==> config.mk <==
export PLATFORM = sky130hd
export DESIGN_NAME = nandb_bridge
export DESIGN_NICKNAME = d
export VERILOG_FILES = /design/src/rtl/nandb_pkg.sv /design/src/rtl/nandb_ecc.sv /design/src/rtl/nandb_pins.sv /design/src/rtl/nandb_seq.sv /design/src/rtl/nandb_bridge.sv
export SDC_FILE = /design/constraint.sdc
export NUM_CORES = 1
export LEC_CHECK = 0
export BUFFER_PORTS_ARGS = -buffer_cell sky130_fd_sc_hd__buf_2
export CAP_MARGIN = 10
export CELL_PAD_IN_SITES_DETAIL_PLACEMENT = 1
export CELL_PAD_IN_SITES_GLOBAL_PLACEMENT = 2
export CORE_MARGIN = 3
export CORE_UTILIZATION = 36
export DETAILED_ROUTE_END_ITERATION = 12
export GPL_ROUTABILITY_DRIVEN = 1
export GPL_TIMING_DRIVEN = 1
export PLACE_DENSITY_LB_ADDON = 0.1
export REMOVE_ABC_BUFFERS = 1
export SYNTH_ARGS = -nofsm -noshare
export SYNTH_HDL_FRONTEND = slang
export SYNTH_HIERARCHICAL = 1
export SYNTH_SLANG_ARGS = --single-unit
==> constraint.sdc <==
create_clock -name clk -period 7 [get_ports clk]
set_input_delay 1.75 -clock clk [delete_from_list [all_inputs] [get_ports clk]]
set_output_delay 1.75 -clock clk [all_outputs]
set_load 0.01 [all_outputs]
==> src/rtl/nandb_pkg.sv <==
package nandb_pkg;

    localparam int BUS_W = 32;
    localparam int IDX_W = 10;
    localparam int LP_W  = 16;
    localparam int RDY_BIT = 4;

    localparam logic [IDX_W-1:0] IDX_IDENT = 10'd0;
    localparam logic [IDX_W-1:0] IDX_XFER  = 10'd1;
    localparam logic [IDX_W-1:0] IDX_PINS  = 10'd2;
    localparam logic [IDX_W-1:0] IDX_ECNT  = 10'd3;
    localparam logic [IDX_W-1:0] IDX_ECOL  = 10'd4;
    localparam logic [IDX_W-1:0] IDX_ELINE = 10'd5;

    typedef struct packed {
        logic wr_prot;
        logic chip_en;
        logic addr_latch;
        logic cmd_latch;
    } pins_t;

    typedef enum logic [1:0] {
        SQ_IDLE   = 2'd0,
        SQ_STROBE = 2'd1,
        SQ_DONE   = 2'd2
    } seq_e;

    typedef struct packed {
        logic             wr;
        logic [IDX_W-1:0] idx;
        logic [BUS_W-1:0] data;
    } bus_cmd_t;

    typedef struct packed {
        logic [BUS_W-1:0] rdata;
        logic             err;
    } reg_resp_t;

    // Six group parities of one byte: even bits, odd bits, two pair groups, two nibbles.
    function automatic logic [5:0] col_groups(input logic [7:0] b);
        logic [5:0] g;
        g[0] = ^(b & 8'h55);
        g[1] = ^(b & 8'hAA);
        g[2] = ^(b & 8'h33);
        g[3] = ^(b & 8'hCC);
        g[4] = ^(b & 8'h0F);
        g[5] = ^(b & 8'hF0);
        return g;
    endfunction

    // Word A lands on even bit positions, word B on odd ones.
    function automatic logic [2*LP_W-1:0] lp_weave(input logic [LP_W-1:0] wa,
                                                    input logic [LP_W-1:0] wb);
        logic [2*LP_W-1:0] r;
        for (int n = 0; n < LP_W; n++) begin
            r[2*n]   = wa[n];
            r[2*n+1] = wb[n];
        end
        return r;
    endfunction

endpackage

==> src/rtl/nandb_ecc.sv <==
module nandb_ecc
    import nandb_pkg::*;
#(
    parameter int CNT_W = 16
) (
    input  logic             clk,
    input  logic             rst,
    input  logic             clr,
    input  logic             dig,
    input  logic [7:0]       din,
    output logic [CNT_W-1:0] cnt,
    output logic [5:0]       colp,
    output logic [LP_W-1:0]  lpa,
    output logic [LP_W-1:0]  lpb
);

    logic [LP_W-1:0] idx;

    generate
        if (CNT_W >= LP_W) begin : g_idx_trunc
            assign idx = cnt[LP_W-1:0];
        end else begin : g_idx_ext
            assign idx = {{(LP_W-CNT_W){1'b0}}, cnt};
        end
    endgenerate

    always_ff @(posedge clk) begin
        if (rst || clr) begin
            cnt  <= '0;
            colp <= '0;
            lpa  <= '0;
            lpb  <= '0;
        end else if (dig) begin
            cnt  <= cnt + CNT_W'(1);
            colp <= colp ^ col_groups(din);
            if (^din) begin
                lpb <= lpb ^ idx;
                lpa <= lpa ^ ~idx;
            end
        end
    end

    AST_CLR_DIG_EXCL: assert property (@(posedge clk) disable iff (rst)
        !(clr && dig));

    AST_CNT_STEP: assert property (@(posedge clk) disable iff (rst)
        dig |=> cnt == $past(cnt) + CNT_W'(1));

    AST_CLR_EMPTY: assert property (@(posedge clk) disable iff (rst)
        clr |=> (cnt == '0) && (colp == '0) && (lpa == '0) && (lpb == '0));

    AST_EVEN_KEEPS_LP: assert property (@(posedge clk) disable iff (rst)
        (dig && !(^din)) |=> $stable(lpa) && $stable(lpb));

endmodule

==> src/rtl/nandb_pins.sv <==
module nandb_pins
    import nandb_pkg::*;
#(
    parameter int SYNC_STAGES = 2
) (
    input  logic       clk,
    input  logic       rst,
    input  logic       load,
    input  logic [3:0] wbits,
    input  logic       rdy_async,
    output pins_t      pins,
    output logic       rdy_sync
);

    logic [SYNC_STAGES-1:0] sh;

    always_ff @(posedge clk) begin
        if (rst)
            pins <= '0;
        else if (load)
            pins <= pins_t'(wbits);
    end

    generate
        if (SYNC_STAGES < 2) begin : g_one
            always_ff @(posedge clk) begin
                if (rst) sh <= '0;
                else     sh <= rdy_async;
            end
        end else begin : g_chain
            always_ff @(posedge clk) begin
                if (rst) sh <= '0;
                else     sh <= {sh[SYNC_STAGES-2:0], rdy_async};
            end
        end
    endgenerate

    assign rdy_sync = sh[SYNC_STAGES-1];

    AST_PINS_HOLD: assert property (@(posedge clk) disable iff (rst)
        !load |=> $stable(pins));

    AST_PINS_LOAD: assert property (@(posedge clk) disable iff (rst)
        load |=> pins == pins_t'($past(wbits)));

endmodule

==> src/rtl/nandb_seq.sv <==
module nandb_seq
    import nandb_pkg::*;
#(
    parameter int STROBE_CYC = 3
) (
    input  logic       clk,
    input  logic       rst,
    input  logic       req,
    input  logic       is_xfer,
    input  logic       wr,
    input  logic [7:0] wbyte,
    input  logic [7:0] din,
    output logic       reg_go,
    output logic       xfer_go,
    output logic       ack,
    output logic       wr_stb,
    output logic       rd_stb,
    output logic       doe,
    output logic [7:0] dout,
    output logic       byte_done,
    output logic [7:0] byte_val
);

    localparam int TMR_W = (STROBE_CYC > 1) ? $clog2(STROBE_CYC) : 1;

    seq_e             st;
    logic [TMR_W-1:0] tmr;
    logic             dir_wr;

    assign reg_go  = (st == SQ_IDLE) && req && !is_xfer;
    assign xfer_go = (st == SQ_IDLE) && req && is_xfer;

    always_ff @(posedge clk) begin
        if (rst) begin
            st     <= SQ_IDLE;
            tmr    <= '0;
            dir_wr <= 1'b0;
            dout   <= '0;
        end else begin
            case (st)
                SQ_IDLE: begin
                    if (xfer_go) begin
                        st     <= SQ_STROBE;
                        tmr    <= TMR_W'(STROBE_CYC - 1);
                        dir_wr <= wr;
                        if (wr) dout <= wbyte;
                    end else if (reg_go) begin
                        st <= SQ_DONE;
                    end
                end
                SQ_STROBE: begin
                    if (tmr == '0) st  <= SQ_DONE;
                    else           tmr <= tmr - TMR_W'(1);
                end
                SQ_DONE:  st <= SQ_IDLE;
                default:  st <= SQ_IDLE;
            endcase
        end
    end

    assign wr_stb    = (st == SQ_STROBE) && dir_wr;
    assign rd_stb    = (st == SQ_STROBE) && !dir_wr;
    assign doe       = wr_stb;
    assign byte_done = (st == SQ_STROBE) && (tmr == '0);
    assign byte_val  = dir_wr ? dout : din;
    assign ack       = (st == SQ_DONE);

    AST_STB_EXCL: assert property (@(posedge clk) disable iff (rst)
        !(wr_stb && rd_stb));

    AST_ACK_ONE: assert property (@(posedge clk) disable iff (rst)
        ack |=> !ack);

    AST_STB_HOLD: assert property (@(posedge clk) disable iff (rst)
        ((wr_stb || rd_stb) && !byte_done) |=> (wr_stb || rd_stb));

    AST_DOUT_STABLE: assert property (@(posedge clk) disable iff (rst)
        (wr_stb && !byte_done) |=> $stable(dout));

    AST_STB_THEN_ACK: assert property (@(posedge clk) disable iff (rst)
        byte_done |=> ack);

endmodule

==> src/rtl/nandb_bridge.sv <==
module nandb_bridge
    import nandb_pkg::*;
#(
    parameter int          STROBE_CYC  = 3,
    parameter int          CNT_W       = 16,
    parameter int          SYNC_STAGES = 2,
    parameter logic [31:0] ID_VALUE    = 32'h4E41_4E44
) (
    input  logic        clk,
    input  logic        rst,
    input  logic        bus_req,
    input  logic        bus_wr,
    input  logic [11:2] bus_addr,
    input  logic [31:0] bus_wdata,
    output logic [31:0] bus_rdata,
    output logic        bus_ack,
    output logic        bus_err,
    output logic        flash_cmd_latch,
    output logic        flash_addr_latch,
    output logic        flash_chip_en,
    output logic        flash_wr_prot,
    output logic [7:0]  flash_dout,
    output logic        flash_doe,
    input  logic [7:0]  flash_din,
    output logic        flash_wr_stb,
    output logic        flash_rd_stb,
    input  logic        flash_rdy
);

    bus_cmd_t         cmd;
    reg_resp_t        resp;
    pins_t            pins;
    logic             rdy_sync;
    logic             reg_go, xfer_go, ack, byte_done;
    logic [7:0]       byte_val;
    logic [CNT_W-1:0] cnt;
    logic [5:0]       colp;
    logic [LP_W-1:0]  lpa, lpb;
    logic [31:0]      rdata_q;
    logic             err_q;

    assign cmd = '{wr: bus_wr, idx: bus_addr, data: bus_wdata};

    nandb_seq #(.STROBE_CYC(STROBE_CYC)) u_seq (
        .clk(clk), .rst(rst), .req(bus_req),
        .is_xfer(cmd.idx == IDX_XFER), .wr(cmd.wr),
        .wbyte(cmd.data[7:0]), .din(flash_din),
        .reg_go(reg_go), .xfer_go(xfer_go), .ack(ack),
        .wr_stb(flash_wr_stb), .rd_stb(flash_rd_stb), .doe(flash_doe),
        .dout(flash_dout), .byte_done(byte_done), .byte_val(byte_val)
    );

    nandb_pins #(.SYNC_STAGES(SYNC_STAGES)) u_pins (
        .clk(clk), .rst(rst),
        .load(reg_go && cmd.wr && (cmd.idx == IDX_PINS)),
        .wbits(cmd.data[3:0]), .rdy_async(flash_rdy),
        .pins(pins), .rdy_sync(rdy_sync)
    );

    nandb_ecc #(.CNT_W(CNT_W)) u_ecc (
        .clk(clk), .rst(rst),
        .clr(reg_go && cmd.wr && (cmd.idx == IDX_ECNT)),
        .dig(byte_done), .din(byte_val),
        .cnt(cnt), .colp(colp), .lpa(lpa), .lpb(lpb)
    );

    always_comb begin
        resp = '0;
        case (cmd.idx)
            IDX_IDENT: begin resp.rdata = ID_VALUE; resp.err = cmd.wr; end
            IDX_PINS: begin
                resp.rdata[3:0]     = pins;
                resp.rdata[RDY_BIT] = rdy_sync;
            end
            IDX_ECNT: begin
                resp.rdata = 32'(cnt);
                resp.err   = cmd.wr && (cmd.data != '0);
            end
            IDX_ECOL:  begin resp.rdata = 32'(colp); resp.err = cmd.wr; end
            IDX_ELINE: begin resp.rdata = lp_weave(lpa, lpb); resp.err = cmd.wr; end
            default:   resp.err = 1'b1;
        endcase
        if (cmd.wr) resp.rdata = '0;
    end

    always_ff @(posedge clk) begin
        if (rst) begin
            rdata_q <= '0;
            err_q   <= 1'b0;
        end else if (reg_go) begin
            rdata_q <= resp.rdata;
            err_q   <= resp.err;
        end else if (xfer_go) begin
            rdata_q <= '0;
            err_q   <= 1'b0;
        end else if (byte_done && flash_rd_stb) begin
            rdata_q <= {24'b0, byte_val};
        end
    end

    assign bus_ack          = ack;
    assign bus_rdata        = ack ? rdata_q : '0;
    assign bus_err          = ack & err_q;
    assign flash_cmd_latch  = pins.cmd_latch;
    assign flash_addr_latch = pins.addr_latch;
    assign flash_chip_en    = pins.chip_en;
    assign flash_wr_prot    = pins.wr_prot;

    AST_REG_ACK_NEXT: assert property (@(posedge clk) disable iff (rst)
        reg_go |=> bus_ack);

    AST_XFER_NO_ERR: assert property (@(posedge clk) disable iff (rst)
        byte_done |=> !bus_err);

    AST_RD_ZERO_EXT: assert property (@(posedge clk) disable iff (rst)
        (byte_done && flash_rd_stb) |=> bus_rdata[31:8] == '0);

endmodule

# Word-level counts from Yosys, hierarchy flattened
# Index checks and enable logic that the tools add are counted.
[word_totals] word_cells=85 reg_bits=106 input_bits=55
[op_classes] n_eq_ne=11 reduce_logical=34 add_sub_neg=2 muxes=18 bitwise=5
[ops] operator="$mux W32" n=5
[ops] operator="$pmux W27 S4" n=1
[ops] operator="$reduce_xor A8 Y1" n=7
[ops] operator="$reduce_bool A32 Y1" n=1
[ops] operator="$xor A16 B16 Y16" n=2
[ops] operator="$pmux W5 S5" n=1
[ops] operator="$eq A10 B2 Y1 const B" n=2
[ops] operator="$eq A10 B3 Y1 const B" n=2
[ops] operator="$add A16 B1 Y16 const B" n=1
[ops] operator="$not A16 Y16" n=1
[ops] operator="$logic_and A1 B1 Y1" n=11
[ops] operator="$eq A10 B1 Y1 const B" n=1
[ops] operator="$logic_not A10 Y1" n=1
[ops] operator="$mux W2" n=5
[ops] operator="$mux W8" n=1
[ops] operator="$pmux W2 S2" n=2
[ops] operator="$reduce_and A2 Y1" n=3
[ops] operator="$reduce_and A3 Y1" n=2
[ops] operator="$xor A6 B6 Y6" n=1
[ops] operator="$logic_not A2 Y1" n=2
[ops] operator="$ne A2 B1 Y1 const B" n=2
[ops] operator="$reduce_bool A2 Y1" n=2
[ops] operator="$ne A3 B2 Y1 const B" n=1
[ops] operator="$pmux W1 S3" n=1
[ops] operator="10 further kinds" n=12

# Depth between registers and ports, before layout
[depth] depth_word=6 depth_mapped=12 ltp_nobuf=8

# Modules after synthesis
# The synthesis kept the hierarchy.
[modules_own_cells] mod="nandb_ecc" seq_area_each_um2=1081.0 instances=1 cells_per_inst=287 area_per_inst_um2=2561.2
[modules_own_cells] mod="nandb_bridge" seq_area_each_um2=660.6 instances=1 cells_per_inst=247 area_per_inst_um2=2004.4
[modules_own_cells] mod="nandb_seq" seq_area_each_um2=260.2 instances=1 cells_per_inst=74 area_per_inst_um2=738.2
[modules_own_cells] mod="nandb_pins" seq_area_each_um2=120.1 instances=1 cells_per_inst=17 area_per_inst_um2=192.7

# Least setup slack after synthesis
# OpenSTA, ideal clock, no wires.
[synth_timing] kind="input port to flip-flop" from="in bus_addr[9] in the netlist's numbering" to="reg u_ecc.lpb[12]" slack_ns=2.602 n_path_buf=3 t_arrival_ns=4.338 setup_ns=0.059 cell_stages=11 path_cell_list="or4_4 buf_6 or2_0 buf_2 nor2_1 nor2_1 and3_1 or2_2 clkbuf_1 or4_1 nand2_1"
[synth_via] elab_chain_cells=6 elab_cells_between_ends=7 cone_classes="eq/ne: 2; reduce/logical: 5"
[synth_rtl] item="start, declared" line="nandb_bridge.sv:13" rtl="input logic [11:2] bus_addr,"
[synth_rtl] item="$eq A10 B1 Y1" line="nandb_bridge.sv:46" rtl=".is_xfer(cmd.idx == IDX_XFER), .wr(cmd.wr),"
[synth_rtl] item="$logic_not A1 Y1" line="nandb_seq.sv:30" rtl="assign reg_go = (st == SQ_IDLE) && req && !is_xfer;"
[synth_rtl] item="$logic_and A1 B1 Y1" line="nandb_seq.sv:30"
[synth_rtl] item="net reg_go" line="nandb_bridge.sv:34" rtl="logic reg_go, xfer_go, ack, byte_done;"
[synth_rtl] item="$logic_and A1 B1 Y1 (2 in a row)" line="nandb_bridge.sv:62" rtl=".clr(reg_go && cmd.wr && (cmd.idx == IDX_ECNT)),"
[synth_rtl] item="$logic_or A1 B1 Y1" line="nandb_ecc.sv:28" rtl="if (rst || clr) begin"
[synth_rtl] item="end signal, assigned" line="nandb_ecc.sv:37" rtl="lpb <= lpb ^ idx;"
[synth_rtl] item="end, declared" line="nandb_ecc.sv:14" rtl="output logic [LP_W-1:0] lpb"
# The timed path passes the listed nets, and every way through them passes these cells.
# A chain may end at the register's enable or synchronous reset.

# Final worst setup path
[layout_timing] from="in bus_addr[9] in the netlist's numbering" to="reg u_ecc.lpa[15]"
[layout_via] elab_chain_cells=6 elab_cells_between_ends=7 cone_classes="eq/ne: 2; reduce/logical: 5"
[layout_rtl] item="$eq A10 B1 Y1" line="nandb_bridge.sv:46"
[layout_rtl] item="$logic_not A1 Y1" line="nandb_seq.sv:30"
[layout_rtl] item="$logic_and A1 B1 Y1" line="nandb_seq.sv:30"
[layout_rtl] item="net reg_go" line="nandb_bridge.sv:34"
[layout_rtl] item="$logic_and A1 B1 Y1 (2 in a row)" line="nandb_bridge.sv:62"
[layout_rtl] item="$logic_or A1 B1 Y1" line="nandb_ecc.sv:28"
[layout_rtl] item="end signal, assigned" line="nandb_ecc.sv:38" rtl="lpa <= lpa ^ ~idx;"
[layout_rtl] item="end, declared" line="nandb_ecc.sv:13" rtl="output logic [LP_W-1:0] lpa,"
# The timed path passes the listed nets, and every way through them passes these cells.

==> out/summary.md <==
The flow ran to the end, and the final reports show no timing, DRC or antenna violations. The net count of the finished layout was 754; the number of endpoints failing setup at the final stage was 0. The iteration count of the initial detailed-routing pass is 4.

Worst min-delay path category: flip-flop to flip-flop. Post-CTS setup repair buffer count: 0. The highest metal layer used by the detailed router is met5.

The run gives 0.431 as the final core utilization. Clock skew on the completed layout was measured at 0.00806 ns. Detailed routing placed a total of 8580 µm of wire on met2. In the routed layout, each cell is associated on average with a via count of 5.62.

Total power per unit cell area: 206 nW/µm². The wire length of the first global-routing pass is 27500 µm. The most common flop cell mapped by yosys was dfxtp_1. The largest incremental delay on the critical path is 0.78 ns, and the H-tree level count is 3. For this run, design rule violations remaining after detail routing come to 0. The max-slew violation count is 0. The highest net fanout along the worst path came out at 17. The worst hold margin was 0.450 ns. The run gives 0.851 as the routability congestion estimate.

The Yosys step of the flow raised 6 warnings. Overall global routing resource usage: 0.207. The tools report the number of global-route vias before repair as 5090.

The tools report the number of sinks on the clock net as 106. The register bit total from synthesis came out at 106. Sort of element at the start of the critical path: an input pin. At the pin with the least slew margin, the transition time is 1.00 ns.

The detailed router finished its first iteration with 243 violations. For the worst setup path, the data arrival time is 5.08 ns. The final layout contains routed wiring with a total length of 17400 µm.

The cell type of the slowest stage on the worst timing path was nor2_1. Counting flops with a built-in enable in the synthesized netlist gives 0. The most frequent standard cell in the layout excluding fill and tap cells is dfxtp_1. Multi-input gate area in the final layout: 3100 µm².

The total length of routed met3 wires came out at 519 µm. Across the run, the number of max-cap violations was 0. The number of hold buffers added after cts is 0, and the average wire per standard cell is 19.6 µm. The number of input and output port buffers inserted works out to 103.

Synthesis instantiated 67 different standard cells from the library. The share of synthesized area occupied by flip-flops and latches was 0.386; the area added between synthesis and finish was 15.8%. After detailed routing, the wire length on met1 is 7990 µm. The top cell types in the final layout, fill and taps aside, are dfxtp_1, buf_2, nand2_1, nor2_1, and2_1. The starting density of the core was 0.373. Across the VDD grid, the largest voltage drop is 0.107 mV.

The critical path endpoint category was a flip-flop. The area share of the leading cell type in the synthesized netlist was 0.386. After floorplanning, the core was divided into 44 placement rows. Once detail routing completed, the nets flagged for antenna violations numbered 0. Counting the fill cells in the layout gives 1758.

The floorplan die height is 130 µm. Ranked by total cell area, the synthesized netlist is headed by dfxtp_1, and2_1, nand2_1. At the worst endpoint, the required time is 7.23 ns.

The number of antenna violations at the first check in global routing was 2; the placed wire-length estimate was 12500 µm. Among the stages of the critical path, the cell type that occurs most often is nor2_1. The core region is 14800 µm². The root cell of the clock tree was clkbuf_16.

Setup repair after global routing left no endpoint under its margin. The run gives 0 ns as the setup TNS after final layout. The later pin in the worst-skew pair is clocked with a latency of 0.35 ns. Counting along the longest clock path gives a buffer depth of 2. The area enclosed by the die boundary is 16800 µm², and the number of buffer and inverter instances along the worst setup path is 2. Share of async-settable or async-resettable flops after synthesis: 0. The fraction of layout instances using a drive strength above 1 is 0.221. The share of the clock period used by the worst path after layout works out to 0.693. Among cell families on the critical path, the largest total delay comes from simple AND/OR/NAND/NOR gates. TritonCTS built the clock tree. The clock transition time at the flip-flop clock pins of the worst setup and hold paths came out at 0.07 ns. In this run the cell area of the synthesized design comes to 5500 µm². Summed over all cells, the static leakage comes to 2.50 nW.

Traced cell by cell, the critical path runs through buf_2, or4_4, or2_0, nor2_1, nor2_1, and3_1, nor2_1, buf_4, o311ai_0, o41ai_1. In this run the mean area of a mapped cell was 8.79 µm². For this design the top-level I/O count stands at 104. For this run, the top clock speed supported by timing is 0.206 GHz. The routed layout has 4982 vias. Counting every instance in the synthesized netlist gives 625. By startpoint and endpoint, the worst setup path is classified as input pin to flip-flop.

The number of buffers inserted during clock tree synthesis was 9. The register area was 2120 µm²; the clock period minus worst slack was 4.85 ns. The tools report the max-slew headroom at the worst pin as 0.329. The maximum number of pins on one net before global-route repair is 65.

The tools report the final number of hold-violating endpoints as 0. The tools report the aggregate global routing overflow as 0. The chip width came out at 130 µm. In this run, post-CTS repair resized a total of 0 instances.

Post-synthesis cell type with the largest combined area: dfxtp_1.
## layer usage
layer | vias to the layer above | track usage
met5 | - | 0
met4 | 2 | 0.0697
met3 | 17 | 0.0326
met2 | 75 | 0.351
met1 | 2476 | 0.270
li1 | 2412 | -
## cells by family after synthesis
family | Yosys count | synth area share
xor+xnor | 33 | 0.0539
simple gates | 268 | 0.270
compound gates | 128 | 0.173
fa+ha+maj | 2 | 0.00455
flops | 106 | 0.386
mux | 31 | 0.0596
buf+inv | 57 | 0.0528
## state kept, by name, indices dropped and copies added (netlist names)
| register | cells |
|---|---|
| rdata_q | 32 |
| u_ecc/lpb | 16 |
| err_q | 1 |
| u_seq/dir_wr | 1 |
| u_ecc/colp | 6 |
| u_pins/pins | 4 |
| u_seq/dout | 8 |
| u_seq/st | 2 |
| u_pins/sh | 2 |
| u_ecc/lpa | 16 |
| u_seq/tmr | 2 |
| u_ecc/cnt | 16 |
## power breakdown
| group | switching [mW] | internal, mW | leakage, nW |
|---|---|---|---|
| registers | 0.00335 | 0.607 | 0.856 |
| clock network | 0.242 | 0.310 | 0.156 |
| logic | 0.104 | 0.0454 | 1.49 |
| total | 0.349 | 0.963 | 2.50 |
## final cells by class
| type | count | share of cell area |
|---|---|---|
| Clock inverter | 4 | 0.00865 |
| Inverter | 9 | 0.00531 |
| Antenna cell | 1 | 0.000393 |
| Sequential cell | 106 | 0.333 |
| Multi-Input combinational cell | 462 | 0.486 |
| Timing Repair Buffer | 109 | 0.0881 |
| Clock buffer | 12 | 0.0419 |
| Tap cell | 184 | 0.0362 |
## worst paths after layout
check	end	slack [ns]	cells past startpoint	startpoint
max reg2reg	u_ecc/lpb[9]	4.08	7	u_seq/dir_wr
min reg2reg	rdata_q[11]	0.45	2	rdata_q[11]
max	u_ecc/lpa[15]	2.15	10	bus_addr[9]
min	rdata_q[11]	0.45	2	rdata_q[11]
## worst register-to-register path, cell delays in order (launching register included)
cell and delay [ns]:
dfxtp_1 0.63, mux2_2 0.46, xor2_1 0.18, xnor2_1 0.47, xor2_4 0.12, buf_4 0.33
or4_1 0.59, nand2_1 0.09
## per-stage QoR
step	total power, mW	setup WS, ns	std cells	cell area (µm²)
2_1_floorplan	0.705	2.39	577	5240
3_3_place_gp	0.767	1.98	870	6040
3_5_place_dp	0.772	1.86	870	6040
4_1_cts	1.32	2.19	886	6360
5_1_grt	1.36	1.84	887	6370
6_report	1.31	2.15	887	6370
## synth_stat cells, drive strengths merged (17+ instances only)
master,count
a21oi,17
buf,21
nand2b,21
xor2,17
and2,34
o21ai,20
or3,23
nor2,51
dfxtp,106
mux2i,17
nand2,54
clkbuf,27
No activity file was read; power rests on OpenSTA's default activity.
